$ cat config.mk
export PLATFORM = sky130hd
export DESIGN_NAME = spireg_port
export DESIGN_NICKNAME = d
export VERILOG_FILES = /design/src/rtl/spireg_pkg.sv /design/src/rtl/spireg_sync.sv /design/src/rtl/spireg_framer.sv /design/src/rtl/spireg_shiftout.sv /design/src/rtl/spireg_port.sv
export SDC_FILE = /design/constraint.sdc
export NUM_CORES = 1
export LEC_CHECK = 0
export ABC_CLOCK_PERIOD_IN_PS = 4800
export BUFFER_PORTS_ARGS = -buffer_cell sky130_fd_sc_hd__buf_2
export CAP_MARGIN = 20
export CORE_ASPECT_RATIO = 1.2
export CORE_MARGIN = 3
export CORE_UTILIZATION = 25
export CTS_BUF_LIST = sky130_fd_sc_hd__clkbuf_8 sky130_fd_sc_hd__clkbuf_16
export DETAILED_ROUTE_END_ITERATION = 10
export GPL_ROUTABILITY_DRIVEN = 0
export GPL_TIMING_DRIVEN = 0
export PLACE_DENSITY = 0.55
export SETUP_SLACK_MARGIN = 0.2
export SLEW_MARGIN = 20
export SYNTH_ARGS = -nofsm -noshare
export SYNTH_HDL_FRONTEND = slang
export SYNTH_SLANG_ARGS = --single-unit
$ cat constraint.sdc
create_clock -name clk -period 4.8 [get_ports clk]
set_input_delay 1.44 -clock clk [delete_from_list [all_inputs] [get_ports clk]]
set_output_delay 1.44 -clock clk [all_outputs]
set_load 0.01 [all_outputs]
$ cat src/rtl/spireg_pkg.sv
package spireg_pkg;

  localparam int BLK_W  = 3;
  localparam int SUB_W  = 4;
  localparam int UNIT_W = 8;

  typedef struct packed {
    logic [BLK_W-1:0] blk;
    logic             wr;
    logic [SUB_W-1:0] sub;
  } cmd_t;

  // Sparse legality map of block/subblock pairs.
  function automatic logic pair_ok(input logic [BLK_W-1:0] b, input logic [SUB_W-1:0] s);
    logic ok;
    case (b)
      3'd1:             ok = (s <= 4'd4) || (s == 4'd6);
      3'd2, 3'd7:       ok = (s == 4'd0);
      3'd3, 3'd4, 3'd5: ok = (s <= 4'd1);
      default:          ok = 1'b0;
    endcase
    return ok;
  endfunction

endpackage

$ cat src/rtl/spireg_sync.sv
module spireg_sync #(
  parameter int          W       = 1,
  parameter int          STAGES  = 2,
  parameter logic [W-1:0] RST_VAL = '0
) (
  input  logic         clk,
  input  logic         rst_n,
  input  logic [W-1:0] d,
  output logic [W-1:0] q
);

  logic [W-1:0] st [STAGES];

  for (genvar g = 0; g < STAGES; g++) begin : g_stage
    if (g == 0) begin : g_first
      always_ff @(posedge clk or negedge rst_n) begin
        if (!rst_n) st[0] <= RST_VAL;
        else        st[0] <= d;
      end
    end else begin : g_next
      always_ff @(posedge clk or negedge rst_n) begin
        if (!rst_n) st[g] <= RST_VAL;
        else        st[g] <= st[g-1];
      end
    end
  end

  assign q = st[STAGES-1];

endmodule

$ cat src/rtl/spireg_framer.sv
module spireg_framer #(
  parameter int UNIT_W = 8
) (
  input  logic              clk,
  input  logic              rst_n,
  input  logic              active,
  input  logic              sclk_s,
  input  logic              mosi_s,
  output logic              rise,
  output logic              unit_done,
  output logic [UNIT_W-1:0] unit_val
);

  localparam int CNT_W = $clog2(UNIT_W);
  localparam logic [CNT_W-1:0] LAST_BIT = CNT_W'(UNIT_W - 1);

  logic              sclk_q;
  logic [CNT_W-1:0]  bit_cnt;
  logic [UNIT_W-2:0] rx_sh;

  assign rise      = active && sclk_s && !sclk_q;
  assign unit_done = rise && (bit_cnt == LAST_BIT);
  assign unit_val  = {rx_sh, mosi_s};

  always_ff @(posedge clk or negedge rst_n) begin
    if (!rst_n) begin
      sclk_q  <= 1'b0;
      bit_cnt <= '0;
      rx_sh   <= '0;
    end else begin
      sclk_q <= sclk_s;
      if (!active) begin
        bit_cnt <= '0;
      end else if (rise) begin
        bit_cnt <= bit_cnt + 1'b1;
        rx_sh   <= {rx_sh[UNIT_W-3:0], mosi_s};
      end
    end
  end

endmodule

$ cat src/rtl/spireg_shiftout.sv
module spireg_shiftout #(
  parameter int WORD_W = 32
) (
  input  logic              clk,
  input  logic              rst_n,
  input  logic              active,
  input  logic              load,
  input  logic [WORD_W-1:0] load_val,
  input  logic              shift,
  output logic              miso
);

  logic [WORD_W-1:0] out_sh;

  always_ff @(posedge clk or negedge rst_n) begin
    if (!rst_n) begin
      out_sh <= '0;
    end else if (!active) begin
      out_sh <= '0;
    end else if (load) begin
      out_sh <= load_val;
    end else if (shift) begin
      out_sh <= {out_sh[WORD_W-2:0], 1'b0};
    end
  end

  assign miso = out_sh[WORD_W-1];

endmodule

$ cat src/rtl/spireg_port.sv
module spireg_port
  import spireg_pkg::*;
#(
  parameter int SYNC_STAGES = 2,
  parameter int PAD_BYTES   = 2,
  parameter int DATA_BYTES  = 4
) (
  input  logic                      clk,
  input  logic                      rst_n,
  input  logic                      spi_sclk,
  input  logic                      spi_mosi,
  input  logic                      spi_cs_n,
  output logic                      spi_miso,
  output logic                      reg_req,
  output logic                      reg_we,
  output logic [BLK_W-1:0]          reg_blk,
  output logic [SUB_W-1:0]          reg_sub,
  output logic [UNIT_W-1:0]         reg_addr,
  output logic [UNIT_W*DATA_BYTES-1:0] reg_wdata,
  input  logic [UNIT_W*DATA_BYTES-1:0] reg_rdata,
  output logic                      err_flag
);

  localparam int WORD_W    = UNIT_W * DATA_BYTES;
  localparam int HDR       = 2;
  localparam int FRAME_MAX = HDR + PAD_BYTES + DATA_BYTES;
  localparam int IDX_W     = $clog2(FRAME_MAX + 1);
  localparam logic [IDX_W-1:0] IDX_CMD  = '0;
  localparam logic [IDX_W-1:0] IDX_REG  = IDX_W'(1);
  localparam logic [IDX_W-1:0] IDX_WD0  = IDX_W'(HDR);
  localparam logic [IDX_W-1:0] IDX_WDN  = IDX_W'(HDR + DATA_BYTES - 1);
  localparam logic [IDX_W-1:0] IDX_LOAD = IDX_W'(HDR + PAD_BYTES - 1);
  localparam logic [IDX_W-1:0] IDX_SAT  = '1;

  // Synchronized serial pins: {cs_n, mosi, sclk}
  logic [2:0] pins_s;
  spireg_sync #(.W(3), .STAGES(SYNC_STAGES), .RST_VAL(3'b100)) u_sync (
    .clk   (clk),
    .rst_n (rst_n),
    .d     ({spi_cs_n, spi_mosi, spi_sclk}),
    .q     (pins_s)
  );

  logic active;
  assign active = !pins_s[2];

  logic              rise;
  logic              unit_done;
  logic [UNIT_W-1:0] unit_val;
  spireg_framer #(.UNIT_W(UNIT_W)) u_framer (
    .clk       (clk),
    .rst_n     (rst_n),
    .active    (active),
    .sclk_s    (pins_s[0]),
    .mosi_s    (pins_s[1]),
    .rise      (rise),
    .unit_done (unit_done),
    .unit_val  (unit_val)
  );

  logic [IDX_W-1:0]  idx;
  cmd_t              cmd_q;
  logic [UNIT_W-1:0] addr_q;
  logic [WORD_W-1:0] wdata_q;
  logic              req_q;
  logic              we_q;
  logic              err_q;
  logic              legal;

  assign legal = pair_ok(cmd_q.blk, cmd_q.sub);

  always_ff @(posedge clk or negedge rst_n) begin
    if (!rst_n) begin
      idx <= '0;
    end else if (!active) begin
      idx <= '0;
    end else if (unit_done && idx != IDX_SAT) begin
      idx <= idx + 1'b1;
    end
  end

  always_ff @(posedge clk or negedge rst_n) begin
    if (!rst_n) begin
      cmd_q   <= '0;
      addr_q  <= '0;
      wdata_q <= '0;
      req_q   <= 1'b0;
      we_q    <= 1'b0;
      err_q   <= 1'b0;
    end else begin
      req_q <= 1'b0;
      if (active && unit_done) begin
        if (idx == IDX_CMD) begin
          cmd_q <= cmd_t'(unit_val);
        end
        if (idx == IDX_REG) begin
          addr_q <= unit_val;
          if (!cmd_q.wr) begin
            if (legal) begin
              req_q <= 1'b1;
              we_q  <= 1'b0;
            end else begin
              err_q <= 1'b1;
            end
          end
        end
        if (cmd_q.wr && idx >= IDX_WD0 && idx <= IDX_WDN) begin
          wdata_q <= {wdata_q[WORD_W-UNIT_W-1:0], unit_val};
          if (idx == IDX_WDN) begin
            if (legal) begin
              req_q <= 1'b1;
              we_q  <= 1'b1;
            end else begin
              err_q <= 1'b1;
            end
          end
        end
      end
    end
  end

  logic              rd_load;
  logic [WORD_W-1:0] rd_val;
  assign rd_load = active && unit_done && (idx == IDX_LOAD) && !cmd_q.wr;
  assign rd_val  = legal ? reg_rdata : '0;

  spireg_shiftout #(.WORD_W(WORD_W)) u_shiftout (
    .clk      (clk),
    .rst_n    (rst_n),
    .active   (active),
    .load     (rd_load),
    .load_val (rd_val),
    .shift    (rise),
    .miso     (spi_miso)
  );

  assign reg_req   = req_q;
  assign reg_we    = we_q;
  assign reg_blk   = cmd_q.blk;
  assign reg_sub   = cmd_q.sub;
  assign reg_addr  = addr_q;
  assign reg_wdata = wdata_q;
  assign err_flag  = err_q;

endmodule

==> results.yml <==
clock_network:
  cts-resized-gates: 0
  clk_pin_slew_worst_paths_ps: 70
  htree_num_levels: 3
  cts_root_buffer: "clkbuf_16"
  cts_sinks: 104
  clock_latency_ps: 340
  cts-buffers-inserted: 9
  cts_setup_buffers: 0
  cts_tree: "done"
  cts_hold_buf: 0
  clk_path_buf_depth: 2
placed_design:
  hpwl_microns: 6640
  io_buffers: 87
  placedCellCount: 608
timing:
  hold-worst-slack_ps: 356
  finalCriticalPeriod_ps: 2600
  hold_viol: 0
  max_slew_margin: 0.558
  rsz0062_at_grt: "no"
  final_max_slew_viol_count: 0
  fmaxAchievable_ghz: 0.385
  finalSetupTns_ps: 0
  setup_viol: 0
  period_share: 0.541
  worst_pin_slew_ps: 658
  finClkSkew_ps: 6.37
floorplan:
  row_count: 52
  core_area_sq_mm: 0.0169
  die_area_sq_mm: 0.0189
  die_x_microns: 126
  io_pins: 88
  die_y_microns: 150
  initial_core_util: 0.255
synth:
  postSynthAreaPerCell_sq_um: 14.2
  ys_seq_elements: 104
  yosys_warnings: 0
  synthDistinctLibCells: 37
  syn-num-nets: 348
  ys_seq_area_frac: 0.604
  synthCells: 304
  syn-cell-area_sq_mm: 0.00431
worst_hold_path:
  min_path_cells: 0
  hp-start: "u_sync.st[3]$_DFF_PN0_"
  hp-class: "reg -> reg"
cells_and_area:
  final_nets: 447
  multiInputGateArea_sq_mm: 0.00156
  synthToLayoutAreaGrowth_pct: 24.4
  fin_util: 0.317
  mostFrequentLayoutCells: "dfrtp_1 (102), buf_2 (92), mux2_2 (52)"
  layout_commonest_cell: "dfrtp_1"
  drive_above_1_share: 0.432
  regArea_sq_mm: 0.00261
  fill_cells: 1749
  final_cells: 623
  diodes: 0
drt:
  antenna_left: 0
  drc_errors: 0
  drt-initial-drc-count: 108
  wirelength_microns: 8890
  vias: 2763
  wl_per_cell_microns: 14.3
  drt-vias-per-instance: 4.43
  first_pass_iters: 4
setup_path:
  criticalPathCategory: "reg -> reg"
  cp-startpoint: "u_framer.bit_cnt[0]$_DFFE_PN0P_"
  crit_path_end: "u_shiftout.out_sh[22]$_DFFE_PN0P_"
  r2r.worst_path.cells: 7
  start_kind: "register"
  crit_path_max_incr_delay_ps: 530
  worstPathArrival_ps: 2870
  crit_fanout: 10
  path_cells: "ha_1 -> ha_1 -> nor3b_1 -> nand3_1 -> nor3_1 -> clkbuf_1 -> a21o_1"
  end_kind: "register"
  rr_startpoint: "u_framer.bit_cnt[0]$_DFFE_PN0P_"
  crit_family: "simple AND/OR/NAND/NOR gates"
  ff2ff_setup_slack_ps: 2200
  path_common_cell: "ha_1"
  cp.required_ps: 5070
  cp_slowest_cell: "nor3_1"
  crit_buf_inv: 1
  r2r_end: "u_shiftout.out_sh[22]$_DFFE_PN0P_"
  cp_num_cells: 7
global_routing:
  grt_overflow: 0
  grt_pass1_vias: 2903
  grt_max_degree: 55
  grt_pass1_wl_microns: 15200
  grt.total_usage: 0.0998
  grt_antenna_before_repair: 0
run_status:
  status: "complete, no violations"
pwr:
  p_per_area_mw_per_mm2: 331
  ir_drop_mv: 0.136
  power.leakage_nw: 3.04
run:
  cap_violations: 0
==> worst register-to-register path, stage by stage, from the launching register on <==
cell,delay (ps)
dfrtp_1,370
ha_1,160
ha_1,260
nor3b_1,400
nand3_1,130
nor3_1,530
clkbuf_1,470
a21o_1,200
==> Yosys cell counts <==
cell type / count / area share
o211ai_1: 1 / 0.0017
dfrtp_1: 102 / 0.59
buf_4: 7 / 0.012
nand2_1: 1 / 0.00087
a211oi_2: 1 / 0.0029
nor2_1: 7 / 0.0061
a21o_1: 31 / 0.054
o22a_1: 2 / 0.0041
nand3_1: 7 / 0.0081
nor3_1: 3 / 0.0035
buf_6: 3 / 0.0078
and4b_1: 1 / 0.0023
mux2_2: 52 / 0.14
mux2_1: 3 / 0.0078
dfstp_2: 2 / 0.012
a21boi_0: 1 / 0.0017
ha_1: 7 / 0.020
nand4b_1: 1 / 0.0020
o21ai_0: 2 / 0.0023
o21a_1: 1 / 0.0017
o31ai_1: 1 / 0.0017
mux2i_1: 1 / 0.0023
a31o_2: 1 / 0.0020
inv_1: 4 / 0.0035
or2_2: 1 / 0.0015
nand4_1: 1 / 0.0015
xnor2_1: 3 / 0.0061
and3_1: 1 / 0.0015
nor3b_4: 1 / 0.0044
maj3_1: 1 / 0.0023
clkbuf_1: 6 / 0.0052
nor3b_1: 3 / 0.0052
a31oi_1: 1 / 0.0015
xor2_1: 1 / 0.0020
a22o_1: 34 / 0.069
buf_2: 6 / 0.0070
nor2b_1: 3 / 0.0044
==> per-layer routing <==
metal	wire length (microns)	vias to the layer above	GRT usage
met4	130	0	0.0386
met5	0	-	0
met2	4200	82	0.161
li1	-	1299	-
met3	567	9	0.0275
met1	3990	1373	0.128
==> how the worst min path moves through the flow <==
stage	slack, ps	endpoint
5_1_grt	360	u_sync.q[2]$_DFF_PN1_
3_5_place_dp	340	u_sync.q[0]$_DFF_PN0_
4_1_cts	360	u_sync.q[2]$_DFF_PN1_
3_3_place_gp	340	u_sync.q[1]$_DFF_PN0_
6_report	360	u_sync.q[0]$_DFF_PN0_
2_1_floorplan	330	u_sync.q[0]$_DFF_PN0_
==> through the flow <==
stage / setup WS (ps) / instance area (sq um) / total power [mW]
detailed placement: 2120 / 5050 / 1.04
CTS: 2100 / 5370 / 1.82
global route: 1850 / 5370 / 1.87
finish: 2200 / 5370 / 1.78
floorplan: 2820 / 4310 / 0.977
global placement: 1180 / 5020 / 1.03
==> report_power, final <==
| group | internal [mW] | leakage, nW | switching (mW) |
|---|---|---|---|
| Sequential | 0.905 | 1.42 | 0.0348 |
| Clock | 0.453 | 0.157 | 0.306 |
| Combinational | 0.0368 | 1.46 | 0.0402 |
==> sequential cells by signal, indices dropped and copies added (netlist names), 3 cells and up <==
| signal | cells |
|---|---|
| u_sync.st | 3 |
| u_framer.bit_cnt | 3 |
| reg_addr | 8 |
| u_framer.rx_sh | 7 |
| reg_wdata | 32 |
| idx | 4 |
| u_sync.q | 3 |
| u_shiftout.out_sh | 32 |
| reg_sub | 4 |
| reg_blk | 3 |
==> final cells by class <==
class,instances,area share
clock inverter,6,0.0161
timing repair buffer,88,0.0875
buffer,22,0.0259
clock buffer,9,0.0420
tap,216,0.0504
inverter,4,0.00280
sequential,104,0.486
multi-input combinational,174,0.290
==> cell families after synthesis <==
| group | count (synthesis) | share of synthesized area |
|---|---|---|
| DFF | 104 | 0.604 |
| muxes | 56 | 0.146 |
| AOI/OAI and AO/OA | 76 | 0.143 |
| and+or+nand+nor | 30 | 0.0412 |
| buffers and inverters | 26 | 0.0357 |
| adders and majority gates | 8 | 0.0226 |
| xor gates and xnor gates | 4 | 0.00812 |
Power figures use the tool's default switching activity.
